===== src/rtl/regdma_pkg.sv =====
package regdma_pkg;

   localparam int WORD_W  = 32;
   localparam int OFF_W   = 20;
   localparam int CNT_W   = 14;
   localparam int WIN_W   = 4;
   localparam int NUM_TGT = 10;
   localparam int TIDX_W  = $clog2(NUM_TGT);

   localparam logic [WORD_W-1:0] SEL_HDR = 32'h180A_C060;

   localparam logic [3:0] OPC_SINGLE = 4'b0001;
   localparam logic [3:0] OPC_STEP   = 4'b0100;
   localparam logic [3:0] OPC_FIXED  = 4'b0011;
   localparam logic [3:0] OPC_TABLE  = 4'b0101;

   typedef enum logic [2:0] {
      K_SELECT, K_SINGLE, K_STEP, K_FIXED, K_TABLE, K_BAD
   } cmd_kind_e;

   typedef enum logic [1:0] {
      AM_HOLD, AM_STEP, AM_FOLD
   } addr_mode_e;

   typedef enum logic [2:0] {
      S_HDR0, S_HDR1, S_DATA, S_EMIT, S_DROP
   } exec_state_e;

   // Compact the sparse select mask into one bit per target, target order.
   function automatic logic [NUM_TGT-1:0] pack_mask(input logic [WORD_W-1:0] m);
      return {m[21], m[20:17], m[4], m[3:0]};
   endfunction

endpackage


===== src/rtl/regdma_hdr_dec.sv =====
module regdma_hdr_dec
   import regdma_pkg::*;
(
   input  logic [WORD_W-1:0]  word,
   // first-word view
   output cmd_kind_e          kind,
   output logic [OFF_W-1:0]   offset,
   output logic               off_misaligned,
   // second-word view
   output logic [NUM_TGT-1:0] tgt_mask,
   output logic               mask_empty,
   output logic               mask_mixed,
   output logic [CNT_W-1:0]   count,
   output logic [WIN_W-1:0]   window,
   output logic               window_bad,
   output logic               hold_addr
);

   always_comb begin
      if (word == SEL_HDR) begin
         kind = K_SELECT;
      end else if (word[27:20] != 8'h00) begin
         kind = K_BAD;
      end else begin
         unique case (word[31:28])
            OPC_SINGLE: kind = K_SINGLE;
            OPC_STEP:   kind = K_STEP;
            OPC_FIXED:  kind = K_FIXED;
            OPC_TABLE:  kind = K_TABLE;
            default:    kind = K_BAD;
         endcase
      end
   end

   assign offset         = word[OFF_W-1:0];
   assign off_misaligned = |word[1:0];

   assign tgt_mask   = pack_mask(word);
   assign mask_empty = (tgt_mask == '0);
   assign mask_mixed = (|word[3:0]) && (|word[20:17]);

   assign count      = word[CNT_W-1:0];
   assign window     = word[16 +: WIN_W];
   assign window_bad = (word[16 +: WIN_W] < WIN_W'(2));
   assign hold_addr  = word[31];

endmodule


===== src/rtl/regdma_tgt_walk.sv =====
module regdma_tgt_walk #(
   parameter int NT  = 10,
   parameter int IW  = $clog2(NT)
) (
   input  logic [NT-1:0] mask,
   input  logic [IW-1:0] cur,
   output logic [IW-1:0] first_idx,
   output logic [IW-1:0] next_idx,
   output logic          has_next
);

   logic [NT-1:0] above;

   for (genvar g = 0; g < NT; g++) begin : g_above
      assign above[g] = mask[g] && (IW'(g) > cur);
   end

   always_comb begin
      first_idx = '0;
      next_idx  = '0;
      for (int i = NT - 1; i >= 0; i--) begin
         if (mask[i])  first_idx = IW'(i);
         if (above[i]) next_idx  = IW'(i);
      end
   end

   assign has_next = |above;

endmodule


===== src/rtl/regdma_addr_seq.sv =====
module regdma_addr_seq
   import regdma_pkg::*;
(
   input  logic              clk,
   input  logic              rst_n,
   input  logic              load,
   input  logic [OFF_W-1:0]  ld_off,
   input  addr_mode_e        ld_mode,
   input  logic [WIN_W-1:0]  ld_win,
   input  logic [CNT_W-1:0]  ld_cnt,
   input  logic              step,
   output logic [OFF_W-1:0]  cur_off,
   output logic [CNT_W-1:0]  words_left
);

   logic [OFF_W-1:0] base_q;
   addr_mode_e       mode_q;
   logic [WIN_W-1:0] win_q;
   logic [WIN_W-1:0] pos_q;

   always_ff @(posedge clk) begin
      if (!rst_n) begin
         cur_off    <= '0;
         base_q     <= '0;
         mode_q     <= AM_HOLD;
         win_q      <= '0;
         pos_q      <= '0;
         words_left <= '0;
      end else if (load) begin
         cur_off    <= ld_off;
         base_q     <= ld_off;
         mode_q     <= ld_mode;
         win_q      <= ld_win;
         pos_q      <= '0;
         words_left <= ld_cnt;
      end else if (step) begin
         words_left <= words_left - CNT_W'(1);
         unique case (mode_q)
            AM_STEP: cur_off <= cur_off + OFF_W'(4);
            AM_FOLD: begin
               if (pos_q == win_q - WIN_W'(1)) begin
                  cur_off <= base_q;
                  pos_q   <= '0;
               end else begin
                  cur_off <= cur_off + OFF_W'(4);
                  pos_q   <= pos_q + WIN_W'(1);
               end
            end
            default: ;
         endcase
      end
   end

endmodule


===== src/rtl/regdma_cmd_exec.sv =====
module regdma_cmd_exec
   import regdma_pkg::*;
#(
   parameter int                ADDR_W     = 32,
   parameter logic [ADDR_W-1:0] TGT_BASE   = 32'h4000_0000,
   parameter logic [ADDR_W-1:0] TGT_STRIDE = 32'h0010_0000
) (
   input  logic              clk,
   input  logic              rst_n,
   input  logic              in_valid,
   output logic              in_ready,
   input  logic [WORD_W-1:0] in_data,
   input  logic              in_last,
   output logic              wr_valid,
   input  logic              wr_ready,
   output logic [ADDR_W-1:0] wr_addr,
   output logic [WORD_W-1:0] wr_data,
   output logic              err_o
);

   localparam longint unsigned WIN_BYTES = 64'd1 << OFF_W;
   localparam longint unsigned SPAN =
      longint'(TGT_BASE) + longint'(NUM_TGT - 1) * longint'(TGT_STRIDE) + WIN_BYTES;
   localparam bit STRIDE_POW2 = ((TGT_STRIDE & (TGT_STRIDE - 1'b1)) == '0);

   // elaboration-time parameter checks
   if (ADDR_W <= OFF_W || ADDR_W > 63) begin : g_bad_width
      $error("ADDR_W must exceed the offset width and stay below 64");
   end
   if (longint'(TGT_STRIDE) < WIN_BYTES) begin : g_bad_stride
      $error("TGT_STRIDE smaller than one offset window");
   end
   if (ADDR_W <= 63 && SPAN > (64'd1 << ADDR_W)) begin : g_bad_span
      $error("target windows do not fit in ADDR_W");
   end

   // ---------------------------------------------------------------- state
   exec_state_e        state_q;
   cmd_kind_e          kind_q;
   logic [OFF_W-1:0]   off_q;
   logic [NUM_TGT-1:0] sel_q;
   logic               sel_ok_q;
   logic               buf_start_q;
   logic               last_seen_q;
   logic [WORD_W-1:0]  data_q;
   logic [TIDX_W-1:0]  cur_q;
   logic               err_q;

   // ---------------------------------------------------------------- decode
   cmd_kind_e          d_kind;
   logic [OFF_W-1:0]   d_off;
   logic               d_misal;
   logic [NUM_TGT-1:0] d_mask;
   logic               d_empty, d_mixed, d_win_bad, d_hold;
   logic [CNT_W-1:0]   d_cnt;
   logic [WIN_W-1:0]   d_win;

   regdma_hdr_dec u_dec (
      .word           (in_data),
      .kind           (d_kind),
      .offset         (d_off),
      .off_misaligned (d_misal),
      .tgt_mask       (d_mask),
      .mask_empty     (d_empty),
      .mask_mixed     (d_mixed),
      .count          (d_cnt),
      .window         (d_win),
      .window_bad     (d_win_bad),
      .hold_addr      (d_hold)
   );

   // ---------------------------------------------------------------- fan-out
   logic [TIDX_W-1:0] first_idx, next_idx;
   logic              has_next;

   regdma_tgt_walk #(.NT(NUM_TGT), .IW(TIDX_W)) u_walk (
      .mask      (sel_q),
      .cur       (cur_q),
      .first_idx (first_idx),
      .next_idx  (next_idx),
      .has_next  (has_next)
   );

   // ---------------------------------------------------------------- offsets
   logic              accept;
   logic              seq_load, seq_step;
   addr_mode_e        seq_mode;
   logic [CNT_W-1:0]  seq_cnt;
   logic [OFF_W-1:0]  seq_off;
   logic [CNT_W-1:0]  words_left;

   assign in_ready = (state_q == S_HDR0) || (state_q == S_HDR1) ||
                     (state_q == S_DATA) || (state_q == S_DROP);
   assign accept   = in_valid && in_ready;

   always_comb begin
      unique case (kind_q)
         K_STEP:  seq_mode = AM_STEP;
         K_TABLE: seq_mode = d_hold ? AM_HOLD : AM_FOLD;
         default: seq_mode = AM_HOLD;
      endcase
   end

   assign seq_cnt  = (kind_q == K_SINGLE) ? CNT_W'(1) : d_cnt;
   assign seq_load = (state_q == S_HDR1) && accept && (kind_q != K_SELECT);
   assign seq_step = (state_q == S_EMIT) && wr_ready && !has_next;

   regdma_addr_seq u_seq (
      .clk        (clk),
      .rst_n      (rst_n),
      .load       (seq_load),
      .ld_off     (off_q),
      .ld_mode    (seq_mode),
      .ld_win     (d_win),
      .ld_cnt     (seq_cnt),
      .step       (seq_step),
      .cur_off    (seq_off),
      .words_left (words_left)
   );

   // ---------------------------------------------------------------- address
   logic [ADDR_W-1:0] tgt_base;

   if (STRIDE_POW2) begin : g_shift_base
      assign tgt_base = TGT_BASE + (ADDR_W'(cur_q) << $clog2(TGT_STRIDE));
   end else begin : g_mul_base
      assign tgt_base = TGT_BASE + ADDR_W'(cur_q) * TGT_STRIDE;
   end

   assign wr_valid = (state_q == S_EMIT);
   assign wr_addr  = tgt_base + ADDR_W'(seq_off);
   assign wr_data  = data_q;
   assign err_o    = err_q;

   // ---------------------------------------------------------------- control
   logic hdr0_bad, hdr1_bad, burst_kind;

   assign hdr0_bad = (d_kind == K_BAD) ||
                     ((d_kind != K_SELECT) && (!sel_ok_q || d_misal));
   assign burst_kind = (kind_q == K_STEP) || (kind_q == K_FIXED) ||
                       (kind_q == K_TABLE);
   assign hdr1_bad = ((kind_q == K_SELECT) && (d_empty || d_mixed)) ||
                     ((kind_q == K_TABLE) && d_win_bad);

   always_ff @(posedge clk) begin
      if (!rst_n) begin
         state_q     <= S_HDR0;
         kind_q      <= K_BAD;
         off_q       <= '0;
         sel_q       <= '0;
         sel_ok_q    <= 1'b0;
         buf_start_q <= 1'b1;
         last_seen_q <= 1'b0;
         data_q      <= '0;
         cur_q       <= '0;
         err_q       <= 1'b0;
      end else begin
         unique case (state_q)
            S_HDR0: if (accept) begin
               buf_start_q <= 1'b0;
               if (buf_start_q) err_q <= 1'b0;
               if (hdr0_bad || in_last) begin
                  err_q <= 1'b1;
                  if (in_last) begin
                     sel_ok_q    <= 1'b0;
                     buf_start_q <= 1'b1;
                  end else begin
                     state_q <= S_DROP;
                  end
               end else begin
                  kind_q  <= d_kind;
                  off_q   <= d_off;
                  state_q <= S_HDR1;
               end
            end

            S_HDR1: if (accept) begin
               if (hdr1_bad || (burst_kind && in_last && d_cnt != '0)) begin
                  err_q <= 1'b1;
                  if (in_last) begin
                     sel_ok_q    <= 1'b0;
                     buf_start_q <= 1'b1;
                     state_q     <= S_HDR0;
                  end else begin
                     state_q <= S_DROP;
                  end
               end else if (kind_q == K_SELECT) begin
                  sel_q    <= d_mask;
                  sel_ok_q <= !in_last;
                  if (in_last) buf_start_q <= 1'b1;
                  state_q  <= S_HDR0;
               end else if (kind_q == K_SINGLE) begin
                  data_q      <= in_data;
                  cur_q       <= first_idx;
                  last_seen_q <= in_last;
                  state_q     <= S_EMIT;
               end else if (d_cnt == '0) begin
                  if (in_last) begin
                     sel_ok_q    <= 1'b0;
                     buf_start_q <= 1'b1;
                  end
                  state_q <= S_HDR0;
               end else begin
                  state_q <= S_DATA;
               end
            end

            S_DATA: if (accept) begin
               if (in_last && words_left != CNT_W'(1)) begin
                  err_q       <= 1'b1;
                  sel_ok_q    <= 1'b0;
                  buf_start_q <= 1'b1;
                  state_q     <= S_HDR0;
               end else begin
                  data_q      <= in_data;
                  cur_q       <= first_idx;
                  last_seen_q <= in_last;
                  state_q     <= S_EMIT;
               end
            end

            S_EMIT: if (wr_ready) begin
               if (has_next) begin
                  cur_q <= next_idx;
               end else if (words_left == CNT_W'(1)) begin
                  state_q <= S_HDR0;
                  if (last_seen_q) begin
                     sel_ok_q    <= 1'b0;
                     buf_start_q <= 1'b1;
                     last_seen_q <= 1'b0;
                  end
               end else begin
                  state_q <= S_DATA;
               end
            end

            S_DROP: if (accept && in_last) begin
               sel_ok_q    <= 1'b0;
               buf_start_q <= 1'b1;
               state_q     <= S_HDR0;
            end

            default: state_q <= S_HDR0;
         endcase
      end
   end

endmodule


===== config.mk =====
export PLATFORM = sky130hd
export DESIGN_NAME = regdma_cmd_exec
export DESIGN_NICKNAME = d
export VERILOG_FILES = /design/src/rtl/regdma_pkg.sv /design/src/rtl/regdma_hdr_dec.sv /design/src/rtl/regdma_tgt_walk.sv /design/src/rtl/regdma_addr_seq.sv /design/src/rtl/regdma_cmd_exec.sv
export SDC_FILE = /design/constraint.sdc
export NUM_CORES = 1
export LEC_CHECK = 0
export BUFFER_PORTS_ARGS = -buffer_cell sky130_fd_sc_hd__buf_2
export CAP_MARGIN = 20
export CORE_MARGIN = 5
export CORE_UTILIZATION = 35
export DETAILED_ROUTE_END_ITERATION = 12
export PLACE_DENSITY = 0.55
export SYNTH_ARGS = -nofsm -noshare
export SYNTH_HDL_FRONTEND = slang
export SYNTH_SLANG_ARGS = --single-unit

===== constraint.sdc =====
create_clock -name clk -period 3 [get_ports clk]
set_input_delay 0.45 -clock clk [delete_from_list [all_inputs] [get_ports clk]]
set_output_delay 0.45 -clock clk [all_outputs]
set_load 0.02 [all_outputs]

==> metrics <==
path depth of the worst reg2reg path 7; core area 19600 sq um; crit path time final 2.75 ns; GR Overflow Total 0; H-tree levels 4; relative slew slack 0.439; register area share after synthesis 0.400; Slew Viols, Final 0; Final TNS setup 0 ns; vias in the first global route 6044; Setup-failing EPs final 0; dpl hpwl 14400 microns; Synth Warn # 0; Antenna Violating Nets Remaining 0; crit-path max FO 12; largest family of logic cells by synthesized area simple AND/OR/NAND/NOR gates; asr flop ratio synth 0; Final Cycle Share 0.917; die area 22900 sq um; # port buffers 95; worst endpoint data arrival time 3.04 ns; required time of the critical path 3.29 ns; # rows 51; initial antenna violation count 0; first-pass GRT wire length 32500 microns; largest net degree at the start of global routing 52; clock-pin slew on the worst setup and hold paths 0.06 ns; clk sink count 140; antenna diode count 0; WHS Endpoint wr_data[23]$_SDFFE_PN0P_; Worst Tran Pin Value 0.830 ns; clk_skew 0.0109 ns; Clk Latency, worst-skew pair 0.42 ns; DR WL/cell 16.6 microns; routed via count 6533; # hold bufs at CTS 0; Num CTS Buffers 17; Synth area leaders dfxtp_1 40%, nand2_1 7.9%, mux2i_1 6.7%, a21oi_1 5.4%, nor2_1 5.4%; nets 1001; hold path start in_data[23]; leading cell types in the layout, fill and taps excluded 147 x nand2_1, 140 x dfxtp_1, 99 x nor2_1; DR iter-0 viols 470; FMAX 364 MHz; Post-CTS Setup Bufs 0; Cell Area, Synth 7000 sq um; Clock Path Buffers 2; reg2reg start cur_q[1]$_SDFFE_PN0P_; Synth Area in Simple Gates 0.245; Synth top area share 0.400; Avg Inst Size Synth 7.97 sq um; # IOs 104; Cells after Synth 879; Vias/cell 5.29; Area Growth Syn to Fin 18.6%; VDD IR max 0.000406 V; Synth Area in Adders 0.00893; CTS Root Cell clkbuf_16; All-Layer GR Usage 0.181; number of synthesized flops with an enable pin 0; Crit Path Class flop to flop; final WL 20500 microns; min-delay worst type input port to flop; predominant post-synthesis flop cell dfxtp_1; register bit total from synthesis 140; Crit. End Element flop; status completed; DP Worst Slack 0.265 ns; hold depth 3; Setup crit start kind flop; height of the die 151 microns; TritonCTS clock tree done; PwrDens 508 nW/um^2; Synth cell types 75; commonest non-fill, non-tap cell in the layout nand2_1; reg2reg setup slack 0.25 ns; Die X 151 microns; Hold Fails Final Rpt 0; post-synthesis xor/xnor area fraction 0.0388; Starting Density 0.358; ratio of cells with drive above 1 in the final layout 0.173; Critical R2R Capture u_seq.words_left[13]$_SDFFE_PN0P_; PnR Total Power 0.00422 W; CTS resizes 0; drt drc 0; Synth area leader dfxtp_1; RD Place Congestion 0.845; multiplexer area fraction after synthesis 0.0688; unrepaired setup endpoints after global routing no; fillcell total 2047; Leakage 3.41 nW; Synth Area in Compound Gates 0.185; Final WS setup 0.249 ns; TritonRoute pass-1 iters 5; Max-Cap Viols 0
-- routing by layer --
layer	wire, microns	vias up	share of wire	GRT usage
met2	8730	183	0.43	0.264
li1	-	3251	-	-
met5	0	-	0	0
met3	1340	32	0.065	0.0512
met4	460	0	0.022	0.0684
met1	9960	3067	0.49	0.253
-- critical path: stages, from the launching register on --
cell	delay, ns
dfxtp_1	0.55
and2b_4	0.27
o31ai_4	0.22
or4b_4	0.51
or2_4	0.33
or3b_4	0.44
o311ai_4	0.23
o21ai_2	0.08
-- worst max-delay path by stage --
| stage | from | endpoint | slack [ns] |
|---|---|---|---|
| 2_1_floorplan | cur_q[1]$_SDFFE_PN0P_ | u_seq.words_left[13]$_SDFFE_PN0P_ | 0.36 |
| 3_3_place_gp | cur_q[1]$_SDFFE_PN0P_ | u_seq.words_left[13]$_SDFFE_PN0P_ | 0.32 |
| 3_5_place_dp | cur_q[1]$_SDFFE_PN0P_ | u_seq.words_left[13]$_SDFFE_PN0P_ | 0.26 |
| 4_1_cts | cur_q[1]$_SDFFE_PN0P_ | u_seq.words_left[13]$_SDFFE_PN0P_ | 0.27 |
| 5_1_grt | cur_q[1]$_SDFFE_PN0P_ | u_seq.words_left[13]$_SDFFE_PN0P_ | 0.14 |
| 6_report | cur_q[1]$_SDFFE_PN0P_ | u_seq.words_left[13]$_SDFFE_PN0P_ | 0.25 |
-- cell families after synthesis --
kind of cell	after synthesis
AND/OR/NAND/NOR	368
AO/OA/AOI/OAI	210
flip-flops	140
buffers and inverters	75
multiplexers	48
XOR/XNOR	31
adder cells (fa/ha/maj)	5
other	2
-- synthesized netlist by cell type (all sizes together) (5+ instances only) --
master,n
and3,7
nand2,148
nand3,28
o21ai,53
nor2b,7
o211ai,19
mux2i,47
inv,13
xnor2,19
nand4,6
or3,6
nor4,14
nor2,100
nor3,14
clkbuf,40
dfxtp,140
a31oi,26
buf,21
xor2,12
a211oi,9
ha,5
nand2b,8
a21oi,75
-- layout make-up --
class	instances	area, sq um	area share
Clock buffer	23	478	0.0575
Clock inverter	8	110	0.0133
Inverter	14	52.6	0.00633
Multi-Input combinational cell	670	3860	0.465
Sequential cell	140	2800	0.337
Tap cell	265	332	0.0399
Timing Repair Buffer	116	671	0.0807
-- flip-flops by register name, indices dropped and copies added (netlist names), 3 cells and up --
name              cells
state_q               3
u_seq.win_q           4
u_seq.base_q         20
u_seq.cur_off        20
off_q                20
u_seq.words_left     14
cur_q                 4
u_seq.pos_q           4
sel_q                10
kind_q                3
wr_data              32
-- metrics by stage --
step | instances | area [sq um] | util | hold slack (ns)
final | 1236 | 8310 | 0.424 | 0.278
after global placement | 1205 | 7720 | 0.394 | 0.442
after floorplan | 885 | 7030 | - | 0.432
after CTS | 1236 | 8310 | 0.424 | 0.261
after global routing | 1236 | 8310 | 0.424 | 0.290
after detailed placement | 1205 | 7720 | 0.394 | 0.444
-- power by group --
| group | total, W | switching (W) | internal (W) |
|---|---|---|---|
| combinational | 0.000218 | 0.000153 | 0.0000643 |
| sequential | 0.00188 | 0.0000107 | 0.00187 |
| clock | 0.00212 | 0.000825 | 0.00129 |
Note: power is estimated with default switching activity, not from simulation.
